<file path="src/rtl/txc_pkg.sv">
package txc_pkg;
  localparam int TS_MAX = 64;

  // Strictly older: smaller timestamp value, ties are not older.
  function automatic logic ts_older(logic [TS_MAX-1:0] a, logic [TS_MAX-1:0] b);
    return a < b;
  endfunction

  // Abort only when a cycle may exist and the responder is older than us.
  function automatic logic must_abort(logic risk, logic responder_older);
    return risk & responder_older;
  endfunction
endpackage

</file>
<file path="src/rtl/txc_age_track.sv">
module txc_age_track
  import txc_pkg::*;
#(
  parameter int TS_W = 16
) (
  input  logic            clk,
  input  logic            rst_n,
  input  logic            tx_begin,
  input  logic            tx_end,
  input  logic [TS_W-1:0] now_ts,
  input  logic            fwd_nack,
  input  logic [TS_W-1:0] fwd_ts,
  output logic            in_tx,
  output logic [TS_W-1:0] my_ts,
  output logic            risk_q,
  output logic            risk_now
);
  logic outer_begin;
  logic risk_set;

  assign outer_begin = tx_begin & ~in_tx & ~tx_end;
  assign risk_set    = in_tx & fwd_nack & ~tx_end &
                       ts_older(TS_MAX'(fwd_ts), TS_MAX'(my_ts));
  assign risk_now    = risk_q | risk_set;

  always_ff @(posedge clk) begin
    if (!rst_n) begin
      in_tx  <= 1'b0;
      my_ts  <= '0;
      risk_q <= 1'b0;
    end else if (tx_end) begin
      in_tx  <= 1'b0;
      risk_q <= 1'b0;
    end else begin
      if (outer_begin) begin
        in_tx <= 1'b1;
        my_ts <= now_ts;
      end
      if (risk_set) risk_q <= 1'b1;
    end
  end

  AST_BEGIN_CAPTURE: assert property (@(posedge clk) disable iff (!rst_n)
    outer_begin |=> (in_tx && my_ts == $past(now_ts)));
  AST_TS_HOLD: assert property (@(posedge clk) disable iff (!rst_n)
    (in_tx && !tx_end) |=> $stable(my_ts));
  AST_END_CLEARS: assert property (@(posedge clk) disable iff (!rst_n)
    tx_end |=> (!in_tx && !risk_q));
  AST_RISK_NEEDS_TX: assert property (@(posedge clk) disable iff (!rst_n)
    risk_q |-> in_tx);
endmodule

</file>
<file path="src/rtl/txc_retry_timer.sv">
module txc_retry_timer #(
  parameter int CNT_W = 8
) (
  input  logic             clk,
  input  logic             rst_n,
  input  logic             start,
  input  logic             cancel,
  input  logic [CNT_W-1:0] delay,
  output logic             busy,
  output logic             fire
);
  logic [CNT_W-1:0] cnt;
  logic             expire;

  assign expire = busy & (cnt == '0) & ~cancel;

  always_ff @(posedge clk) begin
    if (!rst_n) begin
      busy <= 1'b0;
      cnt  <= '0;
      fire <= 1'b0;
    end else begin
      fire <= expire;
      if (cancel) begin
        busy <= 1'b0;
      end else if (start) begin
        busy <= 1'b1;
        cnt  <= delay;
      end else if (expire) begin
        busy <= 1'b0;
      end else if (busy) begin
        cnt <= cnt - 1'b1;
      end
    end
  end

  AST_FIRE_AFTER_BUSY: assert property (@(posedge clk) disable iff (!rst_n)
    fire |-> $past(busy));
  AST_CANCEL_SILENT: assert property (@(posedge clk) disable iff (!rst_n)
    cancel |=> (!fire && !busy));
endmodule

</file>
<file path="src/rtl/txn_conflict_arbiter.sv">
module txn_conflict_arbiter
  import txc_pkg::*;
#(
  parameter int TS_W  = 16,
  parameter int CNT_W = 8
) (
  input  logic             clk,
  input  logic             rst_n,
  input  logic             tx_begin,
  input  logic             tx_commit,
  input  logic             tx_abort_done,
  input  logic [TS_W-1:0]  now_ts,
  input  logic             fwd_nack,
  input  logic [TS_W-1:0]  fwd_ts,
  input  logic             resp_nack,
  input  logic [TS_W-1:0]  resp_ts,
  input  logic [CNT_W-1:0] retry_delay,
  output logic             in_tx,
  output logic [TS_W-1:0]  my_ts,
  output logic             cycle_risk,
  output logic             stalled,
  output logic             retry_req,
  output logic             abort_req
);
  logic tx_end;
  logic risk_now;
  logic nack_take;
  logic resp_older;
  logic go_abort;
  logic go_wait;
  logic abort_q;

  assign tx_end = tx_commit | tx_abort_done;

  txc_age_track #(.TS_W(TS_W)) u_age (
    .clk      (clk),
    .rst_n    (rst_n),
    .tx_begin (tx_begin),
    .tx_end   (tx_end),
    .now_ts   (now_ts),
    .fwd_nack (fwd_nack),
    .fwd_ts   (fwd_ts),
    .in_tx    (in_tx),
    .my_ts    (my_ts),
    .risk_q   (cycle_risk),
    .risk_now (risk_now)
  );

  // Decision events, named for the assertions.
  assign nack_take  = resp_nack & in_tx & ~stalled & ~abort_q & ~tx_end;
  assign resp_older = ts_older(TS_MAX'(resp_ts), TS_MAX'(my_ts));
  assign go_abort   = nack_take & must_abort(risk_now, resp_older);
  assign go_wait    = nack_take & ~go_abort;

  txc_retry_timer #(.CNT_W(CNT_W)) u_timer (
    .clk    (clk),
    .rst_n  (rst_n),
    .start  (go_wait),
    .cancel (tx_end),
    .delay  (retry_delay),
    .busy   (stalled),
    .fire   (retry_req)
  );

  always_ff @(posedge clk) begin
    if (!rst_n)        abort_q <= 1'b0;
    else if (tx_end)   abort_q <= 1'b0;
    else if (go_abort) abort_q <= 1'b1;
  end

  assign abort_req = abort_q;

  AST_WAIT_STALLS: assert property (@(posedge clk) disable iff (!rst_n)
    go_wait |=> stalled);
  AST_RETRY_SINGLE: assert property (@(posedge clk) disable iff (!rst_n)
    retry_req |=> !retry_req);
  AST_ABORT_NOT_STALLED: assert property (@(posedge clk) disable iff (!rst_n)
    !(abort_req && stalled));
  AST_ABORT_HOLD: assert property (@(posedge clk) disable iff (!rst_n)
    (abort_req && !tx_end) |=> abort_req);
  AST_ABORT_RISKY: assert property (@(posedge clk) disable iff (!rst_n)
    go_abort |=> cycle_risk);
  AST_IDLE_NACK: assert property (@(posedge clk) disable iff (!rst_n)
    (resp_nack && !in_tx) |=> ($stable(abort_req) && !$rose(stalled)));
endmodule

</file>
<file path="config.mk">
export PLATFORM = sky130hd
export DESIGN_NAME = txn_conflict_arbiter
export DESIGN_NICKNAME = d
export VERILOG_FILES = /design/src/rtl/txc_pkg.sv /design/src/rtl/txc_age_track.sv /design/src/rtl/txc_retry_timer.sv /design/src/rtl/txn_conflict_arbiter.sv
export SDC_FILE = /design/constraint.sdc
export NUM_CORES = 1
export LEC_CHECK = 0
export BUFFER_PORTS_ARGS = -buffer_cell sky130_fd_sc_hd__buf_2
export CAP_MARGIN = 20
export CORE_UTILIZATION = 45
export DETAILED_ROUTE_END_ITERATION = 8
export PLACE_DENSITY = 0.72
export SLEW_MARGIN = 30
export SYNTH_ARGS = -nofsm -noshare
export SYNTH_HDL_FRONTEND = slang
export SYNTH_SLANG_ARGS = --single-unit
export TNS_END_PERCENT = 20
</file>
<file path="constraint.sdc">
create_clock -name clk -period 2.6 [get_ports clk]
set_input_delay 0.26 -clock clk [delete_from_list [all_inputs] [get_ports clk]]
set_output_delay 0.26 -clock clk [all_outputs]
set_load 0.01 [all_outputs]
</file>
==> results of run 1 <==
[sequential cells by signal, summed over array words and instances (netlist names)]
signal and count:
u_timer.fire 1, u_timer.busy 1, u_timer.cnt 8, u_age.risk_q 1, u_age.in_tx 1, abort_req 1
u_age.my_ts 16
[worst paths after layout]
kind                   from         endpoint  slack, ns  cells after the start
max          u_age.my_ts[5]   u_timer.cnt[7]       0.11                     11
min              now_ts[13]  u_age.my_ts[13]       0.22                      3
max reg2reg  u_age.my_ts[5]   u_timer.cnt[7]       0.11                     11
min reg2reg  u_age.my_ts[5]   u_age.my_ts[5]       0.48                      2
[through the flow]
step | util, % | setup slack, ns | power [µW] | instances | hold WS (ns)
after floorplan | - | 0.320 | 581 | 252 | 0.376
after global placement | 57.4 | 0.130 | 665 | 381 | 0.464
after detailed placement | 57.4 | 0.0970 | 669 | 381 | 0.473
after CTS | 59.3 | 0.0754 | 1050 | 388 | 0.201
after global routing | 60.8 | -0.0146 | 1100 | 394 | 0.227
final | 60.8 | 0.113 | 1040 | 394 | 0.221
[tightest hold or removal path: stages]
cell and delay, ns:
buf_2 0.09, nand2_1 0.04, a21boi_0 0.06
[cell type report]
class / instances / area share [%]
Tap cell: 52 / 2.46
Multi-Input combinational cell: 196 / 51.2
Clock buffer: 7 / 3.26
Sequential cell: 29 / 22.0
Inverter: 18 / 2.55
Timing Repair Buffer: 92 / 18.6
[what timing repair did]
action | in CTS | in global routing
resized for setup | 0 | 4
buffers inserted | 0 | 6
endpoints found under the setup margin | 0 | 7
[per-layer routing]
layer	up-vias	track usage, %	wire (µm)
li1	1087	-	-
met1	949	27.1	2280
met2	70	39.1	2550
met3	6	4.36	283
met4	0	7.48	53
met5	-	0	0
[cell families after synthesis]
family / count (synthesis)
simple gates: 98
compound gates: 65
fa+ha+maj: 31
flops: 29
buf+inv: 27
mux: 2
[cells in the mapped netlist]
cell type and count:
a2111oi_2 2, a211oi_1 3, a21boi_0 18, a21boi_1 1
a21o_1 4, a21oi_1 10, a221oi_1 1, a22o_1 1
a31oi_1 2, a32o_1 1, a41o_1 1, a41oi_1 2
and2_1 2, and4_1 2, buf_8 1, clkbuf_1 8
dfxtp_1 29, ha_1 31, inv_1 18, mux2i_1 2
nand2_1 53, nand2_2 1, nand2b_1 2, nand3_1 7
nand3b_1 2, nand4_1 6, nand4b_1 1, nor2_1 10
nor3_1 4, nor3b_1 1, nor4_1 1, nor4b_1 1
o211ai_1 6, o211ai_2 1, o21a_1 3, o21ai_0 5
o21ai_1 1, o311ai_0 1, o311ai_1 1, o31ai_1 1
or2_2 2, or3_1 3
[power groups by stage]
stage                     sequential [µW]  combinational, µW  clock, µW
after floorplan                       475                106          0
after global placement                472                193          0
after detailed placement              472                197          0
after CTS                             462                199        394
after global routing                  464                228        407
final                                 462                200        378
==> qor.txt, run 1 <==
Post-route setup TNS -> 0 ns
Register bit total from synthesis -> 29
Post-Place Cell Area -> 2500 µm²
Row cnt -> 24
Final Skew -> 0.00837 ns
Seq pwr share -> 44.5%
Die area -> 4790 µm²
Area taken by multi-input logic gates -> 1360 µm²
Num Clock Sinks -> 29
CP peak stage delay -> 0.44 ns
Top post-synthesis cells by area -> dfxtp_1 (29%), ha_1 (19%), nand2_1 (9.8%), a21boi_0 (6.6%), inv_1 (3.3%)
Antenna-violating nets left -> 0
Initial core utilization -> 46.7%
Post-synthesis sequential area ratio -> 28.5%
Netlist Area Pre-Place -> 2030 µm²
Crit path max-delay cell type -> a2111oi_2
Status -> finished clean
Hold buffers post-CTS -> 0
DR vias/cell -> 5.36
PwrDens -> 393 nW/µm²
Fmax achieved -> 0.402 GHz
Final hold vios -> 0
Synth Area in Adders -> 19.1%
Buf/Inv on CP -> 2
Die width -> 69.2 µm
CTS tree -> done
Leakage -> 0.00118 µW
Root Buffer -> clkbuf_8
Max-Cap Viols -> 0
Commonest non-fill, non-tap cell in the layout -> buf_2
Worst Max-Slew Pin Slew -> 0.698 ns
Detailed Place HPWL -> 4000 µm
Overall via count from detail_route -> 2112
Residual DRC -> 0
Nets@finish -> 436
Top cell type's share of synthesized area -> 28.5%
IO Pins -> 84
Xor/xnor cell area share of the yosys netlist -> 0%
DIE HEIGHT -> 69.2 µm
Storage cell area -> 582 µm²
Simple-gate portion of the synthesized area -> 22.4%
Synth area leader -> dfxtp_1
Internal Power -> 763 µW
CTS clock-pin slew for the worst setup and hold paths -> 0.06 ns
Core area -> 4350 µm²
Post-synthesis mux area share -> 0.984%
Routed len/inst -> 13.1 µm
Synth Area in Compound Gates -> 23.5%
Period minus WS final -> 2.49 ns
Critical path peak fanout -> 3
Vias in the first global route -> 1957
Cell variety after synth -> 42
Global placement routability congestion -> 0.847
Num CTS Buffers -> 5
1st-iter DRT viols -> 71
Port bufs -> 83
Layout filler cell count -> 399
Maximum root-to-sink buffer count -> 2
Main combinational cell family by area after synthesis -> compound AO/OA/AOI/OAI gates
Final instance area -> 2650 µm²
Clock power frac -> 36.4%
Overflow after GRT -> 0
Crit share post-route -> 95.6%
Net switching power -> 277 µW
GRT Overall Usage -> 22.3%
Arrival @ worst endpoint -> 2.66 ns
Post-Syn Nets -> 346
Worst path required time -> 2.78 ns
CP Cell Sequence -> inv_1 -> ha_1 -> or3_1 -> a21oi_2 -> nor3_1 -> a2111oi_2 -> o211ai_2 -> nand2_4 -> buf_4 -> mux2i_1 -> a41o_1
HP Class -> in2reg
Max-slew headroom -> 53.3%
WS Path Type -> reg2reg
Worst ir drop on vdd -> 0.212 mV
Number of H-tree levels -> 2
Startpoint Class -> flop
Total Routed Length -> 5170 µm
Syn Area/Cell -> 8.07 µm²
Synth warn -> 0
First-pass GRT wire length -> 8550 µm
Slew Limit Fails -> 0
Setup crit end kind -> flop
Commonest cells after routing, fill and taps aside -> buf_2 (84), nand2_1 (53), ha_1 (31)
Proportion of layout cells with a drive suffix above 1 -> 31.3%
Switching share of power -> 26.7%
Cell count after synthesis -> 252
Clk Latency, worst-skew pair -> 0.28 ns
Family with the most delay on the worst path -> compound AO/OA/AOI/OAI gates
# diodes -> 0
Final setup vio count -> 0
DR pass1 iterations -> 4
Area growth syn-to-layout -> 30.2%
Pin count of the biggest net entering global routing -> 30
Initial antenna violation count -> 0
Logic gate share of total power -> 19.2%
(Power assumes the default switching activity.)
==> inputs of run 2 (changes only) <==
- CTS_CLUSTER_DIAMETER: unset -> 120
- GPL_TIMING_DRIVEN: unset -> 0
==> run 2 against run 1 <==
Effect of this change:
- global-route usage down 0.17 points
- non-clock buffer count unchanged
- flip-flop and latch count unchanged
- wire length down 0.37%
- critical path depth unchanged
- first-iteration DRC count up 48%
- critical path type unchanged
- largest power group unchanged
==> qor.txt, run 2 (synthesis gave the netlist of run 1 again) <==
Status -> finished clean
Die area -> 4790 µm²
Final Skew -> 0.00801 ns
GRT Overall Usage -> 22.1%
Antenna-violating nets left -> 0
Reg2reg start -> u_age.my_ts[5]
Startpoint Class -> flop
Crit share post-route -> 95.0%
Setup crit end kind -> flop
1st-iter DRT viols -> 105
Row cnt -> 24
Residual DRC -> 0
WS Path Type -> reg2reg
Detailed Place HPWL -> 4150 µm
Post-route setup TNS -> 0 ns
Area growth syn-to-layout -> 28.6%
Global placement routability congestion -> 0.850
CTS tree -> done
Overflow after GRT -> 0
DIE HEIGHT -> 69.2 µm
Hold_ws -> 0.215 ns
Hold wc startpoint -> tx_begin
Initial antenna violation count -> 0
CP Cell Sequence -> inv_1 -> ha_1 -> or3_1 -> a21oi_2 -> nor3_1 -> a2111oi_4 -> o211ai_2 -> nand2_2 -> buf_8 -> nand4_1 -> o311ai_0
Vias in the first global route -> 1938
Slew Limit Fails -> 0
Max-Cap Viols -> 0
Biggest regs -> u_age.my_ts (16), u_timer.cnt (8)
HP Class -> in2reg
# diodes -> 0
Worst path required time -> 2.77 ns
Routed len/inst -> 13.0 µm
DR vias/cell -> 5.32
Unrepaired setup endpoints after global routing -> no
Cell total after placement -> 387
R2R setup slack -> 0.13 ns
Overall via count from detail_route -> 2103
Die width -> 69.2 µm
Leakage -> 0.00116 µW
Pin count of the biggest net entering global routing -> 11
First-pass GRT wire length -> 8640 µm
PwrDens -> 389 nW/µm²
IO Pins -> 84
Clk Latency, worst-skew pair -> 0.28 ns
Arrival @ worst endpoint -> 2.64 ns
Root Buffer -> clkbuf_8
RR Endpoint -> u_timer.cnt[1]
Core Util, Final -> 60.1%
Fin cells -> 395
Max-slew headroom -> 47.0%
Worst Max-Slew Pin Slew -> 0.793 ns
Setup bufs post-CTS -> 0
Hold Path Depth -> 3
CTS clock-pin slew for the worst setup and hold paths -> 0.06 ns
Period minus WS final -> 2.47 ns
Number of H-tree levels -> 2
CP peak stage delay -> 0.39 ns
Max reg flops -> 16
Worst Hold End -> u_age.in_tx
Worst ir drop on vdd -> 0.228 mV
Proportion of layout cells with a drive suffix above 1 -> 29.2%
Nets@finish -> 436
Num CTS Buffers -> 5
Commonest cells after routing, fill and taps aside -> buf_2 (83), nand2_1 (53), ha_1 (31)
Maximum root-to-sink buffer count -> 2
Port bufs -> 83
Num Clock Sinks -> 29
Initial core utilization -> 46.7%
Final setup vio count -> 0
Critical path peak fanout -> 10
Total Routed Length -> 5150 µm
Final hold vios -> 0
Core area -> 4350 µm²
FF-to-FF path depth -> 11
Largest register by flop count -> u_age.my_ts
Commonest non-fill, non-tap cell in the layout -> buf_2
Fmax achieved -> 0.405 GHz
Crit path max-delay cell type -> a2111oi_4
Hold buffers post-CTS -> 0
DR pass1 iterations -> 4
[run 2: worst max path at each step]
stage,slack (ns),end,depth (start not counted),from
6_report,0.13,u_timer.cnt[1],11,u_age.my_ts[5]
5_1_grt,0.002,u_timer.cnt[1],11,u_age.my_ts[5]
4_1_cts,0.06,u_timer.cnt[1],11,u_age.my_ts[6]
3_5_place_dp,0.09,u_timer.cnt[1],11,u_age.my_ts[6]
3_3_place_gp,0.1,u_timer.cnt[1],11,u_age.my_ts[6]
2_1_floorplan,0.32,u_timer.cnt[1],11,u_age.my_ts[6]
[run 2: per-layer routing]
metal / share of wire (%) / wire length (µm) / global-route usage [%]
met2: 49 / 2510 / 40.9
met4: 1.4 / 73 / 6.12
met3: 6.0 / 307 / 4.22
met5: 0 / 0 / 0
met1: 44 / 2260 / 25.7
[run 2: power by group]
| part | switching (µW) | total [µW] | internal [µW] |
|---|---|---|---|
| combinational | 101 | 198 | 96.6 |
| sequential | 7.96 | 462 | 454 |
| clock | 173 | 358 | 185 |
[run 2: per-stage QoR]
stage | worst slack (ns) | instance area (µm²) | power, µW
floorplan | 0.320 | 2030 | 581
global route | 0.00247 | 2620 | 1070
finish | 0.131 | 2620 | 1020
CTS | 0.0597 | 2600 | 1030
global placement | 0.0978 | 2510 | 663
detailed placement | 0.0888 | 2510 | 668
[run 2: cell type report]
cell class,count,area [µm²]
multi-input cells,196,1360
clock inverters,2,10.0
repair buffers,83,415
flip-flops and latches,29,583
plain buffers,9,45.0
inverters,18,67.6
clock buffers,6,72.6
well taps,52,65.1
fillers,440,1740
[run 2: what timing repair did]
item,in CTS,in global routing
hold endpoints to repair,0,0
endpoints found under the setup margin,0,7
resized for setup,0,4
[run 2: worst max-delay path, delay by kind of cell, from the launching register on]
family	cells	cell delay, ns
compound gates	4	0.84
fa+ha+maj	1	0.26
flops	1	0.34
simple gates	4	0.73
buf+inv	2	0.20
